[src/rtl/rxq_pkg.sv]
package rxq_pkg;
  localparam int BYTE_W = 8;

  typedef struct packed {
    logic              brk;
    logic              frmErr;
    logic              parErr;
    logic [BYTE_W-1:0] data;
  } rxq_entry_t;

  typedef struct packed {
    logic push;
    logic pop;
  } rxq_strobe_t;

  typedef enum logic [1:0] {
    TRIG_ONE       = 2'd0,
    TRIG_QUARTER   = 2'd1,
    TRIG_HALF      = 2'd2,
    TRIG_NEAR_FULL = 2'd3
  } trig_sel_e;
endpackage

[src/rtl/rxq_ctrl.sv]
module rxq_ctrl
  import rxq_pkg::*;
#(
  parameter int DEPTH = 64,
  localparam int CNT_W = $clog2(DEPTH + 1)
) (
  input  logic             clk,
  input  logic             rstN,
  input  logic             wrValid,
  input  logic             rdPop,
  input  logic             statusRead,
  input  logic [1:0]       trigSel,
  output rxq_strobe_t      strb,
  output logic [CNT_W-1:0] level,
  output logic             rxRdy,
  output logic             irqReq,
  output logic             dmaReq,
  output logic             overflow
);
  localparam logic [CNT_W-1:0] FULL_LVL  = CNT_W'(DEPTH);
  localparam logic [CNT_W-1:0] TRIG_LO   = CNT_W'(1);
  localparam logic [CNT_W-1:0] TRIG_QTR  = CNT_W'(DEPTH / 4);
  localparam logic [CNT_W-1:0] TRIG_MID  = CNT_W'(DEPTH / 2);
  localparam logic [CNT_W-1:0] TRIG_HIGH = CNT_W'(DEPTH - 4);

  logic [CNT_W-1:0] count, countNext, trigLevel;
  logic isFull, isEmpty, popEn, pushEn, dropEn, dmaNext;

  assign isFull  = (count == FULL_LVL);
  assign isEmpty = (count == '0);
  assign popEn   = rdPop && !isEmpty;
  assign pushEn  = wrValid && (!isFull || popEn);
  assign dropEn  = wrValid && !pushEn;

  assign strb.push = pushEn;
  assign strb.pop  = popEn;

  always_comb begin
    unique case (trig_sel_e'(trigSel))
      TRIG_ONE:       trigLevel = TRIG_LO;
      TRIG_QUARTER:   trigLevel = TRIG_QTR;
      TRIG_HALF:      trigLevel = TRIG_MID;
      default:        trigLevel = TRIG_HIGH;
    endcase
  end

  always_comb begin
    unique case ({pushEn, popEn})
      2'b10:   countNext = count + CNT_W'(1);
      2'b01:   countNext = count - CNT_W'(1);
      default: countNext = count;
    endcase
  end

  always_comb begin
    if (countNext == '0)
      dmaNext = 1'b0;
    else if (countNext >= trigLevel)
      dmaNext = 1'b1;
    else
      dmaNext = dmaReq;
  end

  always_ff @(posedge clk) begin
    if (!rstN) begin
      count    <= '0;
      dmaReq   <= 1'b0;
      overflow <= 1'b0;
    end else begin
      count  <= countNext;
      dmaReq <= dmaNext;
      if (dropEn)
        overflow <= 1'b1;
      else if (statusRead)
        overflow <= 1'b0;
    end
  end

  assign level  = count;
  assign rxRdy  = !isEmpty;
  assign irqReq = (count >= trigLevel);

  // the level never exceeds the storage size
  a_r3_level_bounded: assert property (@(posedge clk) disable iff (!rstN)
    count <= FULL_LVL);

  // a write into a full queue without a pop leaves the level alone
  a_r4_drop_keeps_level: assert property (@(posedge clk) disable iff (!rstN)
    (wrValid && isFull && !rdPop) |=> (count == FULL_LVL));

  // a discarded write is always followed by the sticky flag
  a_r6_drop_flags: assert property (@(posedge clk) disable iff (!rstN)
    (wrValid && isFull && !rdPop) |=> overflow);

  // popping an empty queue with no write keeps it empty
  a_r5_empty_pop: assert property (@(posedge clk) disable iff (!rstN)
    (rdPop && isEmpty && !wrValid) |=> isEmpty);

  // the DMA request only drops when the queue has drained
  a_r8_dma_hold: assert property (@(posedge clk) disable iff (!rstN)
    $fell(dmaReq) |-> isEmpty);
endmodule

[src/rtl/rxq_data.sv]
module rxq_data
  import rxq_pkg::*;
#(
  parameter int DEPTH = 64,
  localparam int PTR_W = (DEPTH > 1) ? $clog2(DEPTH) : 1
) (
  input  logic        clk,
  input  logic        rstN,
  input  rxq_strobe_t strb,
  input  rxq_entry_t  wrEntry,
  output rxq_entry_t  headEntry
);
  rxq_entry_t mem [DEPTH];
  logic [PTR_W-1:0] wrPtr, rdPtr, wrPtrNext, rdPtrNext;

  generate
    if (DEPTH == (1 << PTR_W)) begin : g_pow2
      assign wrPtrNext = wrPtr + PTR_W'(1);
      assign rdPtrNext = rdPtr + PTR_W'(1);
    end else begin : g_wrap
      assign wrPtrNext = (wrPtr == PTR_W'(DEPTH - 1)) ? '0 : wrPtr + PTR_W'(1);
      assign rdPtrNext = (rdPtr == PTR_W'(DEPTH - 1)) ? '0 : rdPtr + PTR_W'(1);
    end
  endgenerate

  always_ff @(posedge clk) begin
    if (!rstN) begin
      wrPtr <= '0;
      rdPtr <= '0;
    end else begin
      if (strb.push) wrPtr <= wrPtrNext;
      if (strb.pop)  rdPtr <= rdPtrNext;
    end
  end

  always_ff @(posedge clk) begin
    if (strb.push)
      mem[wrPtr] <= wrEntry;
  end

  assign headEntry = mem[rdPtr];

  // an accepted character lands intact in the slot it was aimed at
  a_r2_write_lands: assert property (@(posedge clk) disable iff (!rstN)
    strb.push |=> (mem[$past(wrPtr)] == $past(wrEntry)));
endmodule

[src/rtl/rx_tag_fifo.sv]
module rx_tag_fifo
  import rxq_pkg::*;
#(
  parameter int DEPTH = 64,
  localparam int CNT_W = $clog2(DEPTH + 1)
) (
  input  logic              clk,
  input  logic              rstN,
  input  logic              wrValid,
  input  logic [BYTE_W-1:0] wrData,
  input  logic              wrParErr,
  input  logic              wrFrmErr,
  input  logic              wrBrk,
  input  logic              rdPop,
  input  logic              statusRead,
  input  logic [1:0]        trigSel,
  output logic [BYTE_W-1:0] rdData,
  output logic              rdParErr,
  output logic              rdFrmErr,
  output logic              rdBrk,
  output logic [CNT_W-1:0]  level,
  output logic              rxRdy,
  output logic              irqReq,
  output logic              dmaReq,
  output logic              overflow
);
  rxq_strobe_t strb;
  rxq_entry_t  wrEntry, headEntry;

  assign wrEntry = '{brk: wrBrk, frmErr: wrFrmErr, parErr: wrParErr, data: wrData};

  rxq_ctrl #(.DEPTH(DEPTH)) u_ctrl (
    .clk(clk), .rstN(rstN), .wrValid(wrValid), .rdPop(rdPop),
    .statusRead(statusRead), .trigSel(trigSel), .strb(strb),
    .level(level), .rxRdy(rxRdy), .irqReq(irqReq), .dmaReq(dmaReq),
    .overflow(overflow)
  );

  rxq_data #(.DEPTH(DEPTH)) u_data (
    .clk(clk), .rstN(rstN), .strb(strb), .wrEntry(wrEntry),
    .headEntry(headEntry)
  );

  assign rdData   = headEntry.data;
  assign rdParErr = headEntry.parErr;
  assign rdFrmErr = headEntry.frmErr;
  assign rdBrk    = headEntry.brk;
endmodule

[config.mk]
export PLATFORM = sky130hd
export DESIGN_NAME = rx_tag_fifo
export DESIGN_NICKNAME = d
export VERILOG_FILES = /design/src/rtl/rxq_pkg.sv /design/src/rtl/rxq_ctrl.sv /design/src/rtl/rxq_data.sv /design/src/rtl/rx_tag_fifo.sv
export SDC_FILE = /design/constraint.sdc
export NUM_CORES = 1
export LEC_CHECK = 0
export ABC_AREA = 1
export BUFFER_PORTS_ARGS = -buffer_cell sky130_fd_sc_hd__buf_2
export CAP_MARGIN = 20
export CORE_MARGIN = 1.5
export CORE_UTILIZATION = 45
export DETAILED_ROUTE_END_ITERATION = 16
export GPL_TIMING_DRIVEN = 0
export PLACE_DENSITY = 0.6
export REMOVE_ABC_BUFFERS = 1
export SKIP_CTS_REPAIR_TIMING = 1
export SLEW_MARGIN = 10
export SYNTH_ARGS = -nofsm -noshare
export SYNTH_HDL_FRONTEND = slang
export SYNTH_HIERARCHICAL = 1
export SYNTH_SLANG_ARGS = --single-unit
[constraint.sdc]
create_clock -name clk -period 5.9 [get_ports clk]
set_input_delay 0.59 -clock clk [delete_from_list [all_inputs] [get_ports clk]]
set_output_delay 0.59 -clock clk [all_outputs]
set_load 0.005 [all_outputs]
==> impl_metrics.env, run 1 <==
export IMPL_crit_fanout=104
export IMPL_p_per_area_nw_per_um2=376
export IMPL_r2r_end="u_data/mem[10][7]$_DFFE_PP_"
export IMPL_cp_arrival_ns=4.16
export IMPL_yosysWarnings=6
export IMPL_final_setup_tns_ns=0
export IMPL_synth_top_area_cell="edfxtp_1"
export IMPL_r2r_setup_slack_ns=2.06
export IMPL_p_leak_nw=12.5
export IMPL_fmax_ghz=0.211
export IMPL_crit_chain="buf_12, buf_16, inv_8, buf_16, buf_16, nand2_1, nand3_1, nand3_1, nand2_1, nand2_1, nand3_1, nand3_1, nand2_1, buf_2"
export IMPL_dr_pass1_iters=5
export IMPL_htree_num_levels=3
export IMPL_fin_hold_ws_ns=0.285
export IMPL_utilization_pct=51.8
export IMPL_min_path_type="input pin to flop"
export IMPL_synthTopCellsByArea="edfxtp_1 (70%), nand2_1 (12%), nand3_1 (10%), dfxtp_1 (1.8%), buf_2 (1.4%)"
export IMPL_grt_overflow=0
export IMPL_final_hold_viol_count=0
export IMPL_syn_area_um2=30300
export IMPL_die_area_um2=68900
export IMPL_status="completed"
export IMPL_setup_viol=0
export IMPL_required_ns=5.31
export IMPL_synth_top_family_by_area="simple AND/OR/NAND/NOR gates"
export IMPL_slew_limit_headroom_pct=22.3
export IMPL_start_util_pct=45.7
export IMPL_avgSynthCellArea_um2=11.3
export IMPL_cts_tree="built"
export IMPL_ff2ff_path_depth=9
export IMPL_grt_max_degree=105
export IMPL_clockBufferDepth=3
export IMPL_areaGrowthSynthToFinish_pct=13.2
export IMPL_fin_area_um2=34300
export IMPL_startpoint_type="flop"
export IMPL_worstSetupPathType="flop to output port"
export IMPL_ir_worst_vdd_uv=214
export IMPL_dpl_worst_slack_ns=1.82
export IMPL_syn_inst=2679
export IMPL_drtAntennaViolNets=0
export IMPL_synthAdderAreaFrac_pct=0.768
export IMPL_ios=40
export IMPL_yosys_cell_types_count=35
export IMPL_rsz0062_at_grt="false"
export IMPL_fin_skew_ns=0.0300
export IMPL_diodes=0
export IMPL_synth_compound_area_share_pct=0.533
export IMPL_whs_endpoint="u_ctrl/overflow$_SDFFE_PN0P_"
export IMPL_worst_pin_slew_ns=1.16
export IMPL_synth_top_area_share_pct=69.8
export IMPL_ys_seq_area_share_pct=71.6
export IMPL_vias=20300
export IMPL_grt_usage_pct=22.2
export IMPL_grt_first_pass_wirelength_um=117000
export IMPL_numCtsBuffers=75
export IMPL_place_inst=3497
export IMPL_ys_ff_latch=731
export IMPL_drt_iter0_drc=2031
export IMPL_vias_per_cell=5.57
export IMPL_worstHoldPathCells=3
export IMPL_report_power_total_mw=12.9
export IMPL_die_h_um=262
export IMPL_coreArea_um2=66200
export IMPL_synth_xor_area_share_pct=0.0867
export IMPL_drive_above_1_share_pct=8.96
export IMPL_period_share_pct=80.5
export IMPL_hp_start="wrValid"
export IMPL_slew_violations=0
export IMPL_ys_flop_type="edfxtp_1"
export IMPL_critPathMaxStageDelay_ns=0.47
export IMPL_drc=0
export IMPL_grt_pass1_vias=19600
export IMPL_wl_per_cell_um=21.0
export IMPL_routed_wl_um=76400
export IMPL_synthArstFlopShare_pct=0
export IMPL_clock_latency_ns=0.62
export IMPL_cpMaxStageDelayCell="dfxtp_4"
export IMPL_path_clk_slew_ns=0.06
export IMPL_fin_ws_ns=1.15
export IMPL_synth_edf_count=704
export IMPL_post_synth_top_count_cell="nand2_1"
export IMPL_hpwl_um=45200
export IMPL_io_buffers=39
export IMPL_end_kind="output port"
export IMPL_antenna_found_initial=0
export IMPL_cts_sinks=731
export IMPL_die_w_um=262
export IMPL_synth_simple_area_share_pct=23.8
export IMPL_layout_min_cycle_time_ns=4.75
export IMPL_placedInstanceArea_um2=31900
export IMPL_root_buffer="clkbuf_16"
export IMPL_ys_top_cells_by_count="nand2_1 (947), edfxtp_1 (704), nand3_1 (616), nor2_1 (96), buf_2 (87)"
export IMPL_nNetsFinal=2762
export IMPL_routabilityCongestion=0.808
export IMPL_rows=94
export IMPL_r2r_start="u_ctrl/level[2]$_SDFF_PN0_"
export IMPL_fin_cells=3644
export IMPL_synth_area_mux_share_pct=0
export IMPL_maxCapViolCount=0
how the worst max path moves through the flow:
stage               start   endpoint  slack (ns)  cells past startpoint
global route         flop  rdData[5]        1.02                     14
global placement     flop  rdData[5]      -23.67                     10
floorplan            flop  rdData[0]       -8.05                      9
finish               flop  rdData[5]        1.15                     14
detailed placement   flop  rdData[5]        1.82                     14
CTS                  flop  rdData[5]        1.16                     14
flip-flops by register name, summed over array words and instances, names as in the netlist, named ones only:
signal,cells
u_data/rdPtr,6
u_data/mem,704
u_ctrl/overflow,1
u_ctrl/dmaReq,1
u_data/wrPtr,6
u_ctrl/level,7
layout make-up:
type	count	area (um2)
fillers	5634	31900
flip-flops and latches	731	21700
multi-input cells	1739	7650
clock buffers	101	2060
repair buffers	124	1370
well taps	864	1080
inverters	55	228
clock inverters	30	209
power by group:
part / internal (mW) / switching [mW]
clock network: 2.57 / 1.88
registers: 5.73 / 0.104
logic: 0.834 / 1.77
total: 9.13 / 3.75
routing by layer:
metal / vias up / routed length (um) / global-route usage, %
li1: 9422 / - / -
met1: 10000 / 33600 / 31.7
met2: 728 / 35800 / 35.3
met3: 113 / 5390 / 3.45
met4: 0 / 1650 / 6.63
met5: - / 0 / 0
cell families (layout without fill, tap and decap cells):
logic type / Yosys count / after routing
and+or+nand+nor: 1690 / 1690
DFF: 731 / 731
buffers and inverters: 209 / 310
AOI/OAI and AO/OA: 28 / 28
adders and majority gates: 18 / 18
xor gates and xnor gates: 3 / 3
critical path, delay by kind of cell (launching register included):
kind | cells | cell delay [ns]
buffers and inverters | 6 | 1.75
and+or+nand+nor | 8 | 1.17
DFF | 1 | 0.47
layout by cell type (no fill, tap or decap), types with 2 or more instances in the layout:
master     netlist  layout
nand2_1        947     947
edfxtp_1       704     704
nand3_1        616     616
nor2_1          96      92
clkbuf_16        0      79
inv_1           49      49
buf_2           87      39
buf_4           23      36
dfxtp_1         27      23
clkbuf_1        29      22
buf_6            1      21
clkinv_1         1      18
ha_1            17      17
buf_12           0      14
buf_16           0      14
a21oi_1         10      10
nor2_2           5       9
clkinv_2         0       8
o21ai_0          7       7
nand2_2          6       6
nand4_1          5       5
nor3_1           9       5
nor3_2           0       4
bufinv_16        0       3
o21ai_1          3       3
xnor2_1          3       3
dfxtp_4          0       3
inv_6            0       2
inv_2            5       2
nand2_4          2       2
o21a_1           2       2
inv_8            0       2
No activity file was read; power rests on OpenSTA's default activity.
==> inputs of run 2 (changes only) <==
Clock period 5.9 ns to 4.55 ns, I/O delays scaled along.
==> impl_metrics.env, run 2 (synthesis results as in run 1) <==
export IMPL_cpMaxStageDelayCell="dfxtp_4"
export IMPL_final_cell_mix="nand2_1 (947), edfxtp_1 (704), nand3_1 (616), nor2_1 (92), clkbuf_16 (80)"
export IMPL_rsz0062_at_grt="false"
export IMPL_grt_max_degree=105
export IMPL_ios=40
export IMPL_status="completed"
export IMPL_worstSetupPathType="flop to output port"
export IMPL_grt_first_pass_wirelength_um=117000
export IMPL_cts_sinks=731
export IMPL_wl_met3_um=5870
export IMPL_required_ns=4.09
export IMPL_wl_met2_um=36100
export IMPL_period_share_pct=92.9
export IMPL_p_per_area_nw_per_um2=487
export IMPL_dpl_worst_slack_ns=0.602
export IMPL_end_kind="output port"
export IMPL_slew_violations=0
export IMPL_startpoint_type="flop"
export IMPL_grt_overflow=0
export IMPL_path_clk_slew_ns=0.06
export IMPL_highest_layer="met4"
export IMPL_fin_skew_ns=0.0319
export IMPL_hpwl_um=45200
export IMPL_critPathMaxStageDelay_ns=0.43
export IMPL_vias=20400
export IMPL_slew_limit_headroom_pct=22.0
export IMPL_worst_pin_slew_ns=1.17
export IMPL_utilization_pct=51.8
export IMPL_start_util_pct=45.7
export IMPL_cts_tree="built"
export IMPL_clock_latency_ns=0.62
export IMPL_ir_worst_vdd_uv=283
export IMPL_clockBufferDepth=3
export IMPL_coreArea_um2=66200
export IMPL_fin_ws_ns=0.322
export IMPL_io_buffers=39
export IMPL_areaGrowthSynthToFinish_pct=13.4
export IMPL_grt_usage_pct=22.2
export IMPL_min_path_type="input pin to flop"
export IMPL_fill_cells=5627
export IMPL_largest_register="u_data/mem"
export IMPL_antenna_found_initial=0
export IMPL_die_area_um2=68900
export IMPL_routed_wl_um=77000
export IMPL_rows=94
export IMPL_routabilityCongestion=0.808
export IMPL_setup_viol=0
export IMPL_layout_commonest_cell="nand2_1"
export IMPL_die_h_um=262
export IMPL_nNetsFinal=2764
export IMPL_htree_num_levels=3
export IMPL_final_hold_viol_count=0
export IMPL_fin_area_um2=34300
export IMPL_placedInstanceArea_um2=31900
export IMPL_crit_fanout=84
export IMPL_dr_pass1_iters=6
export IMPL_largest_register_ffs=704
export IMPL_wl_per_cell_um=21.1
export IMPL_final_setup_tns_ns=0
export IMPL_crit_chain="buf_12, buf_16, inv_12, buf_16, buf_16, nand2_1, nand3_1, nand3_1, nand2_1, nand2_1, nand3_1, nand3_1, nand2_1, buf_2"
export IMPL_fin_hold_ws_ns=0.152
export IMPL_p_leak_nw=12.5
export IMPL_drc=0
export IMPL_root_buffer="clkbuf_16"
export IMPL_wl_met1_um=33300
export IMPL_fmax_ghz=0.237
export IMPL_layout_min_cycle_time_ns=4.23
export IMPL_drtAntennaViolNets=0
export IMPL_numCtsBuffers=75
export IMPL_vias_per_cell=5.59
export IMPL_drive_above_1_share_pct=9.02
export IMPL_grt_pass1_vias=19600
export IMPL_cp_arrival_ns=3.77
export IMPL_maxCapViolCount=0
export IMPL_die_w_um=262
export IMPL_drt_iter0_drc=2091
run 2: cell type report:
class,instances,area (um2),area share (%)
Clock buffer,101,2060,6.00
Antenna cell,1,2.50,0.00729
Tap cell,864,1080,3.15
Clock inverter,30,209,0.609
Timing Repair Buffer,126,1400,4.09
Inverter,55,233,0.678
Multi-Input combinational cell,1739,7650,22.3
Sequential cell,731,21700,63.2
run 2: final timing paths:
| path | start | end | slack [ns] | depth (start not counted) |
|---|---|---|---|---|
| max | flop | rdData[5] | 0.32 | 14 |
| min | wrValid | u_ctrl/overflow$_SDFFE_PN0P_ | 0.15 | 3 |
| max reg2reg | u_ctrl/level[2]$_SDFF_PN0_ | u_data/mem[10][7]$_DFFE_PP_ | 0.69 | 9 |
| min reg2reg | u_data/rdPtr[3]$_SDFFE_PN0P_ | flop | 0.51 | 2 |
run 2: worst max-delay path: cells and delay by family (launching register included):
| kind | cells | cell delay, ns |
|---|---|---|
| AND/OR/NAND/NOR | 8 | 1.07 |
| flip-flops | 1 | 0.43 |
| buffers and inverters | 6 | 1.57 |
run 2: report_power, final:
| group | total, mW | switching [mW] | leakage [nW] | internal (mW) |
|---|---|---|---|---|
| Combinational | 3.41 | 2.32 | 4.87 | 1.10 |
| Clock | 5.76 | 2.43 | 1.10 | 3.33 |
| Sequential | 7.56 | 0.126 | 6.56 | 7.43 |
run 2: metal layers:
metal	vias to the layer above	track usage, %
met4	0	6.63
li1	9429	-
met3	114	3.45
met2	746	35.3
met5	-	0
met1	10100	31.7
run 2: through the flow:
| step | std cells | power (mW) |
|---|---|---|
| global placement | 3428 | 11.1 |
| detailed placement | 3497 | 11.1 |
| global route | 3646 | 17.5 |
| CTS | 3628 | 16.8 |
| floorplan | 2525 | 10.1 |
| finish | 3647 | 16.7 |
